[src/rtl/spec_seq_pkg.sv]
package spec_seq_pkg;

   typedef enum logic [1:0] {
      SLOT_WAIT = 2'd0,
      SLOT_RUN  = 2'd1,
      SLOT_FIN  = 2'd2
   } slot_state_e;

endpackage

[src/rtl/spec_order_ring.sv]
module spec_order_ring #(
   parameter int NCORES   = 4,
   parameter bit RANK_REG = 1'b1,
   localparam int RW      = $clog2(NCORES)
) (
   input  logic                 clk,
   input  logic                 rst_n,
   input  logic                 advance_i,
   output logic [NCORES-1:0]    head_oh_o,
   output logic [NCORES*RW-1:0] rank_flat_o
);

   if (NCORES < 2) begin : g_bad_small
      $error("spec_order_ring: NCORES must be at least 2");
   end
   if ((1 << RW) != NCORES) begin : g_bad_pow2
      $error("spec_order_ring: NCORES must be a power of two");
   end

   logic [RW-1:0] head_q;
   logic [RW-1:0] head_nx;

   assign head_nx = advance_i ? head_q + RW'(1) : head_q;

   always_ff @(posedge clk) begin
      if (!rst_n) head_q <= '0;
      else        head_q <= head_nx;
   end

   for (genvar c = 0; c < NCORES; c++) begin : g_core
      assign head_oh_o[c] = (head_q == RW'(c));

      if (RANK_REG) begin : g_reg
         logic [RW-1:0] rank_q;
         always_ff @(posedge clk) begin
            if (!rst_n) rank_q <= RW'(c);
            else        rank_q <= RW'(c) - head_nx;
         end
         assign rank_flat_o[c*RW +: RW] = rank_q;
      end else begin : g_comb
         assign rank_flat_o[c*RW +: RW] = RW'(c) - head_q;
      end
   end

endmodule

[src/rtl/spec_squash_select.sv]
module spec_squash_select #(
   parameter int NCORES = 4,
   localparam int RW    = $clog2(NCORES)
) (
   input  logic [NCORES-1:0]    viol_ok_i,
   input  logic [NCORES*RW-1:0] rank_flat_i,
   output logic [NCORES-1:0]    squash_o
);

   logic          found;
   logic [RW-1:0] min_rank;

   always_comb begin
      found    = 1'b0;
      min_rank = '1;
      for (int c = 0; c < NCORES; c++) begin
         if (viol_ok_i[c] && (!found || rank_flat_i[c*RW +: RW] < min_rank)) begin
            found    = 1'b1;
            min_rank = rank_flat_i[c*RW +: RW];
         end
      end
   end

   for (genvar c = 0; c < NCORES; c++) begin : g_mask
      assign squash_o[c] = found && (rank_flat_i[c*RW +: RW] >= min_rank);
   end

endmodule

[src/rtl/spec_core_slot.sv]
module spec_core_slot
   import spec_seq_pkg::*;
(
   input  logic clk,
   input  logic rst_n,
   input  logic start_i,
   input  logic done_i,
   input  logic squash_i,
   input  logic retire_i,
   output logic live_o,
   output logic fin_o,
   output logic commit_o,
   output logic restart_o
);

   slot_state_e state_q;
   logic        commit_q;
   logic        restart_q;

   always_ff @(posedge clk) begin
      if (!rst_n) begin
         state_q   <= SLOT_WAIT;
         commit_q  <= 1'b0;
         restart_q <= 1'b0;
      end else begin
         commit_q  <= retire_i;
         restart_q <= squash_i;
         if (retire_i || squash_i) begin
            state_q <= SLOT_WAIT;
         end else begin
            unique case (state_q)
               SLOT_WAIT: if (start_i) state_q <= SLOT_RUN;
               SLOT_RUN:  if (done_i)  state_q <= SLOT_FIN;
               SLOT_FIN:  state_q <= SLOT_FIN;
               default:   state_q <= SLOT_WAIT;
            endcase
         end
      end
   end

   assign live_o    = (state_q == SLOT_RUN) || (state_q == SLOT_FIN);
   assign fin_o     = (state_q == SLOT_FIN);
   assign commit_o  = commit_q;
   assign restart_o = restart_q;

endmodule

[src/rtl/spec_thread_sequencer.sv]
module spec_thread_sequencer #(
   parameter int NCORES   = 4,
   parameter bit RANK_REG = 1'b1,
   localparam int RW      = $clog2(NCORES)
) (
   input  logic                 clk,
   input  logic                 rst_n,
   input  logic [NCORES-1:0]    start_i,
   input  logic [NCORES-1:0]    done_i,
   input  logic [NCORES-1:0]    viol_i,
   output logic [NCORES*RW-1:0] rank_o,
   output logic [NCORES-1:0]    head_o,
   output logic [NCORES-1:0]    commit_o,
   output logic [NCORES-1:0]    restart_o
);

   logic [NCORES-1:0] head_oh;
   logic [NCORES-1:0] live;
   logic [NCORES-1:0] fin;
   logic [NCORES-1:0] viol_ok;
   logic [NCORES-1:0] squash;
   logic [NCORES-1:0] retire;
   logic              head_fin;

   assign head_fin = |(fin & head_oh);
   assign retire   = head_oh & {NCORES{head_fin}};
   assign viol_ok  = viol_i & live & ~head_oh;

   spec_order_ring #(
      .NCORES   (NCORES),
      .RANK_REG (RANK_REG)
   ) u_ring (
      .clk         (clk),
      .rst_n       (rst_n),
      .advance_i   (head_fin),
      .head_oh_o   (head_oh),
      .rank_flat_o (rank_o)
   );

   spec_squash_select #(
      .NCORES (NCORES)
   ) u_squash (
      .viol_ok_i   (viol_ok),
      .rank_flat_i (rank_o),
      .squash_o    (squash)
   );

   for (genvar c = 0; c < NCORES; c++) begin : g_slot
      spec_core_slot u_slot (
         .clk       (clk),
         .rst_n     (rst_n),
         .start_i   (start_i[c]),
         .done_i    (done_i[c]),
         .squash_i  (squash[c]),
         .retire_i  (retire[c]),
         .live_o    (live[c]),
         .fin_o     (fin[c]),
         .commit_o  (commit_o[c]),
         .restart_o (restart_o[c])
      );
   end

   assign head_o = head_oh;

endmodule

[config.mk]
export PLATFORM = sky130hd
export DESIGN_NAME = spec_thread_sequencer
export DESIGN_NICKNAME = d
export VERILOG_FILES = /design/src/rtl/spec_seq_pkg.sv /design/src/rtl/spec_order_ring.sv /design/src/rtl/spec_squash_select.sv /design/src/rtl/spec_core_slot.sv /design/src/rtl/spec_thread_sequencer.sv
export SDC_FILE = /design/constraint.sdc
export NUM_CORES = 1
export LEC_CHECK = 0
export BUFFER_PORTS_ARGS = -buffer_cell sky130_fd_sc_hd__buf_2
export CAP_MARGIN = 20
export CORE_UTILIZATION = 40
export CTS_CLUSTER_DIAMETER = 40
export DETAILED_ROUTE_END_ITERATION = 8
export PLACE_DENSITY = 0.59
export REMOVE_ABC_BUFFERS = 1
export SYNTH_ARGS = -nofsm -noshare
export SYNTH_HDL_FRONTEND = slang
export SYNTH_SLANG_ARGS = --single-unit
[constraint.sdc]
create_clock -name clk -period 3.9 [get_ports clk]
set_input_delay 0.195 -clock clk [delete_from_list [all_inputs] [get_ports clk]]
set_output_delay 0.195 -clock clk [all_outputs]
set_load 0.005 [all_outputs]
==> out/qor.csv <==
metric,value,unit
status,"finished, final reports clean",
hold_class,in -> reg,
clk_pin_slew,0.08,ns
reg2reg_depth,12,
nNetsFinal,233,
ir_drop,0.0002170,V
slew_violations,0,
start_util,42.12,%
port_buffers,33,
first_global_vias,1394,
slowest_delay,0.53,ns
diodes,0,
period_share,86.37,%
utilization,47.88,%
relSlewSlack,53.35,%
hold_path_startpoint,rst_n,
synth_area_leaders,"dfxtp_1, ha_1, buf_4, inv_1, a21oi_1",
ys_ff_latch,22,
grt_setup_unrepaired,no,
start_kind,flip-flop,
numClockSinks,22,
yosysWarningCount,0,
hold_buffers,0,
crit_buf_inv,2,
maxCapViolCount,0,
die_h,64.56,um
post_cts_buffers,0,
crit_fanout,11,
synth_top_area_share,28.14,%
synth_cells,175,
layout_min_cycle_time,3.368,ns
drc_errors,0,
path_cells,"inv_1, ha_1, nor4bb_1, buf_4, nor2_1, o211a_1, o31ai_1, ha_1, nand2b_1, o41ai_2, o2111ai_1, nor4b_2",
clockBufferDepth,2,
worst_pin_slew,0.6903,ns
synth_edf_count,0,
first_pass_iters,4,
ctsResizeCount,0,
clock.fmax,296.9,MHz
num-fill-cells,371,
cts_tree,done,
ioPinCount,34,
netlist_area,1565,um^2
fp.dieArea,4167,um^2
critPathKind,reg -> reg,
yosysSeqAreaShare,28.14,%
clock_latency,0.27,ns
critPathTopFamily,compound AO/OA/AOI/OAI gates,
yosys.area.top_type,dfxtp_1,
pwr_density_cell,763.5,nW/um^2
worstSetupStartpoint,u_ring.g_core[1].g_reg.rank_q[1]$_SDFF_PN0_,
drtIter0Drc,60,
clock_skew,0.004114,ns
holdPathStages,2,
wirelength,3757,um
end_kind,flip-flop,
wire_per_inst,15.15,um
std_cell_rows,22,
async_flop_share,0,%
ys_types,46,
routabilityCongestion,0.9191,
required,4.08,ns
arrival,3.55,ns
hpwl,2955,um
syn_avg_cell_area,8.944,um^2
core,3716,um^2
antenna_left,0,
cts-root-buf,clkbuf_8,
slowest_stage,dfxtp_1,
grtUsageTotal,19.35,%
cpMostUsedCell,ha_1,
numCtsBuffers,3,
syn_to_final_growth,13.67,%
setup_viol,0,
dieWidth,64.56,um
detail_route.vias_per_cell,5.532,
grt-ovfl-total,0,
antenna_found_initial,0,
hold_violations,0,
reg2reg_from,u_ring.g_core[1].g_reg.rank_q[1]$_SDFF_PN0_,
drive_gt1_share,25.00,%
cp.depth,12,
leakagePower,0.8262,nW
grt_max_degree,18,
dominantRegCellSynth,dfxtp_1,
h-tree-depth,1,
grt_pass1_wl,6272,um
tns,0,ns
num_vias,1372,
## state kept, by name, summed over array words and instances (netlist names)
name,flops
g_slot.u_slot.restart_o,4
g_slot.u_slot.state_q,8
g_slot.u_slot.commit_o,4
u_ring.g_core.g_reg.rank_q,6
## placed cells by master, fill, tap and decap left out, drive strengths merged, types with 2 or more instances in the layout
| cell | n |
|---|---|
| buf | 35 |
| nor4bb | 2 |
| mux2i | 3 |
| a21oi | 11 |
| a21boi | 2 |
| a21bo | 2 |
| nand2b | 6 |
| and3 | 5 |
| nor2b | 5 |
| o21ai | 11 |
| or4 | 2 |
| a32o | 2 |
| nor4b | 2 |
| nor3 | 5 |
| and3b | 6 |
| and2 | 2 |
| o21a | 2 |
| o211a | 2 |
| inv | 16 |
| nand2 | 7 |
| o41ai | 2 |
| a31oi | 2 |
| nor4 | 2 |
| o2111ai | 2 |
| dfxtp | 22 |
| ha | 18 |
| nor2 | 5 |
| and4bb | 2 |
| clkbuf | 3 |
## metal layers
layer  vias to the layer above  GRT usage (%)  share of wire, %
met5                         -              0                 0
met2                        50          33.55                48
met1                       649          24.44                45
li1                        671              -                 -
met4                         0          6.389              0.21
met3                         2          2.641               6.0
## stage by stage
stage	setup slack, ns	hold slack [ns]	power (mW)	std cells	area [um^2]
2_1_floorplan	0.5329	0.2569	0.9041	161	1468
3_3_place_gp	0.7538	0.5157	1.125	244	1708
3_5_place_dp	0.6557	0.5280	1.138	244	1708
4_1_cts	0.5961	0.2485	1.365	248	1779
5_1_grt	0.2104	0.2645	1.479	248	1779
6_report	0.5316	0.2495	1.358	248	1779
## Yosys cell counts (4+ instances only)
library cell,number
nand2b_1,6
a21oi_1,11
nor2_1,5
and3b_1,6
nor3_1,5
dfxtp_1,22
and3_1,4
buf_4,10
nor2b_1,5
o21ai_0,11
nand2_1,6
ha_1,18
inv_1,16
## worst paths after layout
path | to | slack (ns)
max reg2reg | g_slot[0].u_slot.state_q[0]$_SDFFE_PP0P_ | 0.53
max | g_slot[0].u_slot.state_q[0]$_SDFFE_PP0P_ | 0.53
min reg2reg | g_slot[3].u_slot.state_q[1]$_SDFFE_PP0P_ | 0.56
min | u_ring.g_core[3].g_reg.rank_q[0]$_SDFF_PN1_ | 0.25
## final cells by class
type | count | area [um^2] | share of cell area (%)
tap | 48 | 60.06 | 3.376
inverter | 16 | 60.06 | 3.376
sequential | 22 | 440.4 | 24.75
timing repair buffer | 35 | 180.2 | 10.13
clock buffer | 3 | 41.29 | 2.321
clock inverter | 1 | 30.03 | 1.688
multi-input combinational | 123 | 967.2 | 54.36
## logic make-up after synthesis
logic type	Yosys count	share of synthesized area, %
multiplexers	3	1.919
flip-flops	22	28.14
AO/OA/AOI/OAI	46	20.54
buffers and inverters	30	10.07
adder cells (fa/ha/maj)	18	14.39
XOR/XNOR	1	0.5597
AND/OR/NAND/NOR	55	24.38
## report_power, final
group / total (mW) / switching [mW] / internal, mW
clock network: 0.214 / 0.0769 / 0.137
logic: 0.781 / 0.427 / 0.354
registers: 0.364 / 0.0658 / 0.298
No activity file was read; power rests on OpenSTA's default activity.
